==> config.mk <==
export PLATFORM = sky130hd
export DESIGN_NAME = branch_slot_unit
export DESIGN_NICKNAME = d
export VERILOG_FILES = /design/src/rtl/bcu_pkg.sv /design/src/rtl/bcu_cond_eval.sv /design/src/rtl/bcu_branch_latch.sv /design/src/rtl/bcu_pc_select.sv /design/src/rtl/branch_slot_unit.sv
export SDC_FILE = /design/constraint.sdc
export NUM_CORES = 1
export LEC_CHECK = 0
export CAP_MARGIN = 20
export CORE_MARGIN = 2
export CORE_UTILIZATION = 35
export CTS_CLUSTER_SIZE = 10
export DETAILED_ROUTE_END_ITERATION = 12
export DONT_BUFFER_PORTS = 1
export GPL_ROUTABILITY_DRIVEN = 1
export PLACE_DENSITY_LB_ADDON = 0.25
export RECOVER_POWER = 50
export SLEW_MARGIN = 30
export SYNTH_ARGS = -nofsm -noshare
export SYNTH_HDL_FRONTEND = slang
export SYNTH_SLANG_ARGS = --single-unit
==> constraint.sdc <==
create_clock -name clk -period 1.6 [get_ports clk]
set_input_delay 0.16 -clock clk [delete_from_list [all_inputs] [get_ports clk]]
set_output_delay 0.16 -clock clk [all_outputs]
set_load 0.01 [all_outputs]
==> src/rtl/bcu_pkg.sv <==
package bcu_pkg;

  // Condition code encodings (the numeric values are the interface contract)
  typedef enum logic [3:0] {
    BC_CARRY_CLR = 4'd0,
    BC_CARRY_SET = 4'd1,
    BC_ZERO_CLR  = 4'd2,
    BC_ZERO_SET  = 4'd3,
    BC_OVF_CLR   = 4'd4,
    BC_OVF_SET   = 4'd5,
    BC_NEG_CLR   = 4'd6,
    BC_NEG_SET   = 4'd7,
    BC_LOW_SAME  = 4'd8,
    BC_HIGHER    = 4'd9,
    BC_SGE       = 4'd10,
    BC_SLT       = 4'd11,
    BC_SGT       = 4'd12,
    BC_SLE       = 4'd13,
    BC_ALWAYS    = 4'd14,
    BC_PTEST     = 4'd15
  } bcu_cond_e;

  typedef struct packed {
    logic n;
    logic z;
    logic v;
    logic c;
    logic p;
  } bcu_flags_t;

endpackage

==> src/rtl/bcu_cond_eval.sv <==
module bcu_cond_eval
  import bcu_pkg::*;
(
  input  logic [3:0] code,
  input  bcu_flags_t flags,
  output logic       hit
);

  bcu_cond_e sel;
  logic      n_eq_v;

  assign sel    = bcu_cond_e'(code);
  assign n_eq_v = (flags.n == flags.v);

  always_comb begin
    case (sel)
      BC_CARRY_CLR: hit = ~flags.c;
      BC_CARRY_SET: hit =  flags.c;
      BC_ZERO_CLR:  hit = ~flags.z;
      BC_ZERO_SET:  hit =  flags.z;
      BC_OVF_CLR:   hit = ~flags.v;
      BC_OVF_SET:   hit =  flags.v;
      BC_NEG_CLR:   hit = ~flags.n;
      BC_NEG_SET:   hit =  flags.n;
      BC_LOW_SAME:  hit =  flags.c | flags.z;
      BC_HIGHER:    hit = ~flags.c & ~flags.z;
      BC_SGE:       hit =  n_eq_v;
      BC_SLT:       hit = ~n_eq_v;
      BC_SGT:       hit = ~flags.z & n_eq_v;
      BC_SLE:       hit =  flags.z | ~n_eq_v;
      BC_ALWAYS:    hit = 1'b1;
      BC_PTEST:     hit =  flags.p;
      default:      hit = 1'b0;
    endcase
  end

endmodule

==> src/rtl/bcu_branch_latch.sv <==
module bcu_branch_latch #(
  parameter int ADDR_W = 32
) (
  input  logic              clk,
  input  logic              rst_n,
  input  logic              issue,
  input  logic              take_in,
  input  logic [ADDR_W-1:0] target_in,
  input  logic              slot_done,
  output logic              armed,
  output logic              taken_q,
  output logic [ADDR_W-1:0] target_q,
  output logic              fire
);

  logic              armed_d;
  logic              capture;
  logic              taken_d;
  logic [ADDR_W-1:0] target_d;

  // Only an idle unit takes a new branch; one outstanding at a time
  assign capture = issue & ~armed;
  assign fire    = slot_done & armed;

  always_comb begin
    armed_d  = armed;
    taken_d  = taken_q;
    target_d = target_q;
    if (capture) begin
      armed_d  = 1'b1;
      taken_d  = take_in;
      target_d = target_in;
    end else if (fire) begin
      armed_d  = 1'b0;
    end
  end

  always_ff @(posedge clk or negedge rst_n) begin
    if (!rst_n) begin
      armed    <= 1'b0;
      taken_q  <= 1'b0;
      target_q <= '0;
    end else begin
      armed <= armed_d;
      if (capture) begin
        taken_q  <= taken_d;
        target_q <= target_d;
      end
    end
  end

endmodule

==> src/rtl/bcu_pc_select.sv <==
module bcu_pc_select #(
  parameter int ADDR_W = 32
) (
  input  logic              clk,
  input  logic              rst_n,
  input  logic              fire,
  input  logic              taken,
  input  logic [ADDR_W-1:0] target,
  input  logic [ADDR_W-1:0] fallthru,
  output logic              pc_load,
  output logic [ADDR_W-1:0] pc_next
);

  logic [ADDR_W-1:0] pc_d;

  always_comb begin
    pc_d = taken ? target : fallthru;
  end

  always_ff @(posedge clk or negedge rst_n) begin
    if (!rst_n) begin
      pc_load <= 1'b0;
      pc_next <= '0;
    end else begin
      pc_load <= fire;
      if (fire) begin
        pc_next <= pc_d;
      end
    end
  end

endmodule

==> src/rtl/branch_slot_unit.sv <==
module branch_slot_unit
  import bcu_pkg::*;
#(
  parameter int ADDR_W = 32
) (
  input  logic              clk,
  input  logic              rst_n,
  input  logic [3:0]        cond_code,
  input  logic              flag_n,
  input  logic              flag_z,
  input  logic              flag_v,
  input  logic              flag_c,
  input  logic              flag_p,
  input  logic              br_issue,
  input  logic [ADDR_W-1:0] br_target,
  input  logic              slot_done,
  input  logic [ADDR_W-1:0] fallthru_pc,
  output logic              slot_armed,
  output logic              pc_load,
  output logic [ADDR_W-1:0] pc_next
);

  bcu_flags_t        cur_flags;
  logic              cond_hit;
  logic              lat_taken;
  logic [ADDR_W-1:0] lat_target;
  logic              redirect_fire;

  assign cur_flags = '{n: flag_n, z: flag_z, v: flag_v, c: flag_c, p: flag_p};

  bcu_cond_eval u_eval (
    .code  (cond_code),
    .flags (cur_flags),
    .hit   (cond_hit)
  );

  bcu_branch_latch #(.ADDR_W(ADDR_W)) u_latch (
    .clk       (clk),
    .rst_n     (rst_n),
    .issue     (br_issue),
    .take_in   (cond_hit),
    .target_in (br_target),
    .slot_done (slot_done),
    .armed     (slot_armed),
    .taken_q   (lat_taken),
    .target_q  (lat_target),
    .fire      (redirect_fire)
  );

  bcu_pc_select #(.ADDR_W(ADDR_W)) u_sel (
    .clk      (clk),
    .rst_n    (rst_n),
    .fire     (redirect_fire),
    .taken    (lat_taken),
    .target   (lat_target),
    .fallthru (fallthru_pc),
    .pc_load  (pc_load),
    .pc_next  (pc_next)
  );

endmodule

==> results of run 1 <==
-- flip-flops by register name (all words and copies together) (netlist names) --
name              count
u_latch.taken_q       1
u_sel.pc_next        32
u_latch.armed         1
u_sel.pc_load         1
u_latch.target_q     32
-- power by group --
group / leakage, nW / internal, mW / switching, mW
clock network: 0.112 / 0.968 / 0.667
registers: 0.759 / 2.20 / 0.471
logic: 0.715 / 0.619 / 0.482
-- stage by stage --
stage | util (%) | hold slack, ps | setup slack (ps) | instances | cell area (um^2)
after global routing | 44.55 | -527.6 | 203.7 | 391 | 3697
after CTS | 44.55 | -518.0 | 248.2 | 391 | 3697
final | 44.55 | -495.6 | 263.0 | 391 | 3697
after floorplan | - | -135.6 | 220.6 | 251 | 3027
after detailed placement | 37.49 | -133.7 | 261.9 | 340 | 3112
after global placement | 37.49 | -133.5 | 277.6 | 340 | 3112
-- kinds of logic (layout without fill, tap and decap cells) --
logic type	count (synthesis)	in the layout	synth area share, %
AOI/OAI and AO/OA	45	45	9.053
xor gates and xnor gates	1	1	0.2894
buffers and inverters	21	56	4.093
DFF	67	67	55.39
muxes	65	65	22.86
and+or+nand+nor	52	52	8.310
-- worst max-delay path by stage --
stage                         startpoint                                to  slack (ps)  depth (start not counted)
4_1_cts        u_latch.armed$_DFFE_PN0P_  u_latch.target_q[22]$_DFFE_PN0P_         250                          3
3_3_place_gp   u_latch.armed$_DFFE_PN0P_  u_latch.target_q[29]$_DFFE_PN0P_         280                          3
3_5_place_dp   u_latch.armed$_DFFE_PN0P_  u_latch.target_q[12]$_DFFE_PN0P_         260                          3
2_1_floorplan  u_latch.armed$_DFFE_PN0P_  u_latch.target_q[10]$_DFFE_PN0P_         220                          4
6_report       u_latch.armed$_DFFE_PN0P_  u_latch.target_q[29]$_DFFE_PN0P_         260                          3
5_1_grt        u_latch.armed$_DFFE_PN0P_  u_latch.target_q[10]$_DFFE_PN0P_         200                          3
-- cell usage in the layout (no fill, tap or decap), types with 2 or more instances in the layout --
cell type,Yosys,final
mux2_2,32,32
a21oi_1,32,32
clkbuf_8,1,11
nand2_1,2,2
dlygate4sd3_1,0,35
buf_12,0,3
dfrtp_1,67,66
clkinvlp_4,0,2
and2_2,1,2
inv_1,2,2
mux2i_1,32,32
o2111ai_1,2,2
bufinv_16,0,2
o21bai_1,2,2
nor2_1,36,36
nor2b_1,3,2
-- metal layers --
layer | track usage [%] | vias to the layer above
met1 | 18.94 | 948
met3 | 4.335 | 10
met2 | 21.69 | 76
met5 | 0 | -
li1 | - | 952
met4 | 7.259 | 0
-- area by class of cell --
type | instances | area share [%]
repair buffers | 38 | 11.10
inverters | 2 | 0.2030
well taps | 105 | 3.553
flip-flops and latches | 67 | 45.38
clock buffers | 11 | 4.095
clock inverters | 5 | 2.267
multi-input cells | 163 | 33.40
==> impl_metrics.yaml, run 1 <==
run_status:
  status: "complete, but fails checks"
  violations: "hold timing"
clock_tree:
  cts_root_buf: "clkbuf_8"
  clk_pin_slew_ps: 80
  cts_max_path_buffers: 2
  cts_inserted_buffers: 9
  cts_tree: "built"
  cts_setup_buffers: 0
  htree_levels: 3
  cts_num_sinks: 67
  cts_resized: 0
  hold_buffers: 35
  clk_latency_ps: 340
sta:
  maxSlewViolCount: 0
  setup_viol: 0
  min_period_ps: 1337
  setup_tns_ps: 0
  period_share_pct: 83.57
  slew_headroom_pct: 79.82
  grt_setup_unrepaired: "false"
  whs_ps: -495.6
  hold_viol_final: 67
  fmax_mhz: 747.9
  worst-slew-pin-transition_ps: 299.0
  skew_ps: 8.825
synth:
  ys_types: 39
  netlist_instances: 251
  syn-cell-area_um2: 3027
  ys_seq_area_share_pct: 55.39
  yosysMostFrequentCell: "dfrtp_1"
  async_flop_share_pct: 100.0
  synthFlopType: "dfrtp_1"
  synth-seq-cells: 67
  synth.top_cells.by_count: "dfrtp_1, nor2_1, a21oi_1, mux2_2, mux2i_1"
  synth_nets: 328
  yosys_warnings: 0
  synth_edf_count: 0
  yosysTopAreaCell: "dfrtp_1"
  yosysTopAreaCellShare_pct: 55.39
  yosys-top-cells-area: "dfrtp_1, mux2_2, mux2i_1"
  avgSynthCellArea_um2: 12.06
worst_setup_path:
  start_kind: "flop"
  max_stage_delay_ps: 460
  end_kind: "flop"
  worstPathCellList: "nor2b_4 -> buf_12 -> mux2_2"
  crit_fanout: 35
  path_delay_family: "flip-flops"
  r2r_start: "u_latch.armed$_DFFE_PN0P_"
  cpMaxStageDelayCell: "dfrtp_1"
  cp.arrival_ps: 1560
  r2r-end: "u_latch.target_q[29]$_DFFE_PN0P_"
  rrSetupSlack_ps: 260
  required_ps: 1820
  crit_buf_inv: 1
  rr_worst_depth: 3
  worstSetupPathType: "flop to flop"
finish:
  area_growth_pct: 22.16
  n_antenna_cell: 0
  nets: 358
  drive_gt1_share_pct: 20.98
  multi_input_comb_area_um2: 1235
  seq_area_um2: 1678
  nFillCells: 786
power_and_ir_drop:
  p_leak_nw: 1.586
  p_total_mw: 5.408
  power_density_nw_per_um2: 1463
  ir_worst_vdd_v: 0.0005987
route:
  finalWirelength_um: 6436
  wl_per_cell_um: 16.46
  top_layer: "met4"
  wl_met2_um: 3004
  m1WireLength_um: 2867
  dr.first_iter.drc_count: 46
  post_drt_via_cell_ratio: 5.079
  dr.pass1.iters: 4
  wl_met3_um: 429
  drc: 0
  vias: 1986
  ant_nets: 0
floorplanning:
  die_w_um: 96.99
  core-area_um2: 8299
  num_io_pins: 111
  die_y_um: 96.99
  core.rowCount: 33
  initial_utilization_pct: 36.47
  dieArea_um2: 9407
place:
  numPortBuffers: 0
  dp_hpwl_um: 4102
  gp_congestion: 0.7490
worst_hold_path:
  hp-class: "input pin to async pin"
job:
  drv_cap: 0
global_routing:
  grt_antenna_before_repair: 0
  grt_pass1_vias: 2167
  grt_max_degree: 68
  grt_usage_pct: 14.45
  grt_pass1_wl_um: 10870
  grt_overflow: 0
(Power assumes the default switching activity.)
==> run 2: changes to the inputs <==
ABC_AREA = 1   (was not set)
clock period = 1.3 ns   (was 1.6 ns; I/O delays follow)
==> run 2 against run 1 <==
The flow still finishes with violations (hold timing). Sequential power increased by 19%. Design area increased by 7.1%. Routed wire length increased by 24%. Clock skew about the same. Non-clock buffer count increased by 31. Flip-flop and latch count unchanged. Core utilization increased by 3.4 points. First-iteration DRC count increased by 130%. Critical endpoint is now u_latch.taken_q$_DFFE_PN0P_.
==> impl_metrics.yaml, run 2 <==
place:
  placed_cell_area_um2: 3154
  dp.cells: 488
  numPortBuffers: 0
  dp_hpwl_um: 5318
  gp_congestion: 0.8563
synth:
  syn-cell-area_um2: 3007
  synth_top_family_by_area: "simple AND/OR/NAND/NOR gates"
  avgSynthCellArea_um2: 7.690
  synth_compound_area_share_pct: 10.99
  synth_edf_count: 0
  yosys_warnings: 0
  yosys.area_share.adder_pct: 0
  yosys-top-cells-area: "dfrtp_1, nand2_1, a21oi_1"
  synthXorXnorAreaFrac_pct: 0
  synth-seq-cells: 67
  ys_types: 13
  netlist_instances: 391
  yosysTopAreaCellShare_pct: 55.76
  synth_nets: 468
  synthMuxAreaShare_pct: 0
  ys_seq_area_share_pct: 55.76
  synth.top_cells.by_count: "nand2_1, dfrtp_1, a21oi_1, nor2_1, inv_1"
  yosysTopAreaCell: "dfrtp_1"
  synthFlopType: "dfrtp_1"
  yosysMostFrequentCell: "nand2_1"
  synthSimpleGateAreaFrac_pct: 28.59
  async_flop_share_pct: 100.0
global_routing:
  use_met1_pct: 23.20
  grt_overflow: 0
  grt.busiest_layer: "met2"
  grt_use_met3_pct: 4.624
  grt_pass1_vias: 2740
  grt_max_degree: 68
  grt_usage_pct: 17.61
  met2_usage_pct: 28.10
  grt_pass1_wl_um: 13370
  grt_antenna_before_repair: 0
clock_tree:
  cts_max_path_buffers: 2
  hold_buffers: 58
  clk_pin_slew_ps: 80
  cts_inserted_buffers: 9
  clk_latency_ps: 340
  htree_levels: 3
  cts_num_sinks: 67
  cts_root_buf: "clkbuf_8"
  cts_tree: "built"
finish:
  seq_area_um2: 1678
  layout_commonest_cell: "nand2_1"
  nFillCells: 823
  fin_area_um2: 3961
  drive_gt1_share_pct: 7.440
  finalCoreUtilization_pct: 47.97
  final_cell_mix: "nand2_1, dfrtp_1, a21oi_1"
  area_growth_pct: 31.75
  n_antenna_cell: 0
  reg_top3: "u_latch.target_q x32, u_sel.pc_next x32"
  fin_cells: 562
  multi_input_comb_area_um2: 1197
  nets: 529
sta:
  setup_viol: 0
  period_share_pct: 92.16
  fmax_mhz: 834.6
  slew_headroom_pct: 76.93
  setup_tns_ps: 0
  grt_setup_unrepaired: "false"
  worst-slew-pin-transition_ps: 346.1
  hold_viol_final: 67
  whs_ps: -525.1
  maxSlewViolCount: 0
  min_period_ps: 1198
  skew_ps: 8.613
worst_setup_path:
  worstSetupPathType: "flop to flop"
  start_kind: "flop"
  end_kind: "flop"
  cp.arrival_ps: 1470
  crit_fanout: 13
  required_ps: 1570
route:
  dr.pass1.iters: 4
  post_drt_via_cell_ratio: 4.722
  drc: 0
  dr.first_iter.drc_count: 107
  wl_per_cell_um: 14.20
  ant_nets: 0
  finalWirelength_um: 7983
  vias: 2654
floorplanning:
  die_w_um: 96.69
  core-area_um2: 8258
  initial_utilization_pct: 36.41
  die_y_um: 96.69
  dieArea_um2: 9348
  core.rowCount: 33
  num_io_pins: 111
job:
  drv_cap: 0
power_and_ir_drop:
  ir_worst_vdd_v: 0.0006867
  power_density_nw_per_um2: 1613
  p_leak_nw: 1.907
run_status:
  status: "complete, but fails checks"
  violations: "hold timing"
worst_hold_path:
  hp-class: "input pin to async pin"
==> run 2: path summary, 6_finish.rpt <==
check,startpoint,end,slack (ps),cells past startpoint
setup / recovery,u_latch.armed$_DFFE_PN0P_,u_latch.taken_q$_DFFE_PN0P_,100,6
hold / removal,rst_n,u_sel.pc_next[24]$_DFFE_PN0P_,-530,0
setup reg to reg,u_latch.armed$_DFFE_PN0P_,u_latch.taken_q$_DFFE_PN0P_,100,6
hold reg to reg,u_latch.target_q[29]$_DFFE_PN0P_,u_latch.target_q[29]$_DFFE_PN0P_,470,2
max in group asynchronous,rst_n,u_sel.pc_next[30]$_DFFE_PN0P_,1680,0
min in group clk,fallthru_pc[26],u_sel.pc_next[26]$_DFFE_PN0P_,10,2
==> run 2: cells by family after synthesis <==
group	Yosys count
flip-flops	67
AND/OR/NAND/NOR	224
buffers and inverters	34
AO/OA/AOI/OAI	66
==> run 2: worst max-delay path, cell delays in order, from the launching register on <==
cell and delay [ps]:
dfrtp_2 470, nor2_4 220, buf_4 230, nand2_1 70, inv_1 50, nand2_1 50
nand2_1 50
==> run 2: layer usage <==
layer,vias up,wire length [um]
met4,0,142
met5,-,0
li1,1346,-
met1,1212,3632
met3,11,499
met2,85,3709
==> run 2: power breakdown <==
group | internal, mW | switching [mW] | total [mW]
combinational | 0.569 | 0.755 | 1.32
sequential | 2.65 | 0.534 | 3.19
clock | 1.08 | 0.803 | 1.88
==> run 2: layout make-up <==
type / instances / area share [%]
clock buffer: 11 / 3.316
clock inverter: 5 / 1.958
inverter: 15 / 1.485
multi-input combinational: 290 / 30.23
sequential: 67 / 42.36
tap: 105 / 3.316
timing repair buffer: 69 / 17.34
==> run 2: what timing repair did <==
action,CTS,global route
endpoints found under the setup margin,4,39
resized for setup,2,5
setup buffers,0,0
endpoints found under the hold margin,125,67
==> run 2: through the flow <==
step           power [mW]  setup slack (ps)
5_1_grt             6.822             2.522
4_1_cts             6.452             48.82
6_report            6.391             101.9
3_5_place_dp        4.406            -6.141
3_3_place_gp        4.345             17.12
2_1_floorplan       4.000             154.5
==> run 3: changes to the inputs <==
CORE_UTILIZATION = 40   (was 35)
RECOVER_POWER = not set   (was 50)
==> run 3 against run 2 <==
The run still ends with hold timing left. Clock power increased by 22%. Worst setup slack improved by 45 ps. Global-route usage increased by 3.3 points. Total power increased by 6.6%. First-iteration DRC count decreased by 41%. Largest cell class unchanged. Largest power group unchanged.
==> impl_metrics.yaml, run 3 (synthesis results as in run 2) <==
clock_tree:
  cts_inserted_buffers: 9
  htree_levels: 3
  hold_buffers: 64
  clk_pin_slew_ps: 80
  clk_latency_ps: 340
  cts_root_buf: "clkbuf_8"
  cts_tree: "built"
  cts_max_path_buffers: 2
  cts_setup_buffers: 0
  cts_num_sinks: 67
sta:
  worst-slew-pin-transition_ps: 376.4
  setup_tns_ps: 0
  period_share_pct: 88.73
  fmax_mhz: 866.9
  slew_headroom_pct: 74.90
  grt_setup_unrepaired: "false"
  skew_ps: 8.748
  maxSlewViolCount: 0
  whs_ps: -521.9
  hold_viol_final: 67
  min_period_ps: 1153
  setup_viol: 0
run_status:
  violations: "hold timing"
  status: "complete, but fails checks"
finish:
  final_cell_mix: "nand2_1, dfrtp_1, a21oi_1"
  n_antenna_cell: 0
  nets: 533
  layout_commonest_cell: "nand2_1"
  area_growth_pct: 34.75
  reg_top3: "u_latch.target_q x32, u_sel.pc_next x32"
  drive_gt1_share_pct: 6.725
place:
  dp_hpwl_um: 4798
  gp_congestion: 0.9181
  numPortBuffers: 0
route:
  dr.first_iter.drc_count: 63
  wl_per_cell_um: 14.35
  ant_nets: 0
  vias: 2742
  dr.pass1.iters: 4
  drc: 0
  post_drt_via_cell_ratio: 4.896
  finalWirelength_um: 8035
worst_setup_path:
  cp.arrival_ps: 1410
  r2r_start: "u_latch.armed$_DFFE_PN0P_"
  end_kind: "flop"
  rrSetupSlack_ps: 150
  cp-startpoint: "u_latch.armed$_DFFE_PN0P_"
  start_kind: "flop"
  worstSetupPathType: "flop to flop"
  crit_end: "u_sel.pc_next[8]$_DFFE_PN0P_"
  required_ps: 1560
  crit_fanout: 18
  r2r-end: "u_sel.pc_next[8]$_DFFE_PN0P_"
  rr_worst_depth: 5
global_routing:
  grt_pass1_wl_um: 13700
  grt_usage_pct: 20.93
  grt_max_degree: 68
  grt_pass1_vias: 2907
  grt_overflow: 0
  grt_antenna_before_repair: 0
power_and_ir_drop:
  p_total_mw: 6.816
  power_density_nw_per_um2: 1682
  ir_worst_vdd_v: 0.0008642
  p_leak_nw: 1.948
job:
  drv_cap: 0
floorplanning:
  core.rowCount: 31
  num_io_pins: 111
  dieArea_um2: 8226
  die_w_um: 90.70
  die_y_um: 90.70
  initial_utilization_pct: 41.45
  core-area_um2: 7253
worst_hold_path:
  hp-class: "input pin to async pin"
-- run 3: what timing repair did --
item / 4_1_cts / 5_1_grt
resized for setup: 0 / 2
hold endpoints to repair: 131 / 67
endpoints found under the setup margin: 0 / 5
-- run 3: metal layers --
metal | wire length (um) | global-route usage [%] | part of all wire [%] | vias up
met4 | 126 | 7.051 | 1.6 | 0
met3 | 546 | 6.511 | 6.8 | 11
li1 | - | - | - | 1350
met5 | 0 | 0 | 0 | -
met2 | 3865 | 35.70 | 48 | 87
met1 | 3496 | 25.03 | 44 | 1294
-- run 3: power by group --
group	internal [mW]	switching, mW
Sequential	2.65	0.522
Combinational	0.568	0.773
Clock	1.48	0.823
Total	4.70	2.12
-- run 3: cell type report --
type	instances	area, um^2
well taps	99	123.9
fillers	687	3202
clock buffers	10	127.6
inverters	15	58.81
flip-flops and latches	67	1677
clock inverters	6	136.4
repair buffers	73	733.2
multi-input cells	290	1195
-- run 3: metrics by stage --
step	worst slack [ps]	util, %	area [um^2]	instances
finish	146.5	55.86	4051	560
global route	59.11	55.86	4051	560
CTS	82.96	55.82	4049	560
detailed placement	109.3	43.35	3144	480
global placement	172.7	43.35	3144	480
floorplan	154.5	-	3007	391
-- run 3: worst max-delay path: stages (launching register included) --
cell and delay (ps):
dfrtp_1 410, nand2_1 140, inv_2 80, buf_4 230, nor2_1 70, a21oi_1 130
-- run 3: worst min path at each step --
stage,to,slack [ps],cells past startpoint
after CTS,u_sel.pc_next[6]$_DFFE_PN0P_,-550,0
final,u_sel.pc_next[6]$_DFFE_PN0P_,-520,0
after floorplan,u_latch.armed$_DFFE_PN0P_,-170,0
after global placement,u_sel.pc_next[6]$_DFFE_PN0P_,-160,0
after global routing,u_sel.pc_next[25]$_DFFE_PN0P_,-550,0
after detailed placement,u_sel.pc_next[6]$_DFFE_PN0P_,-160,0
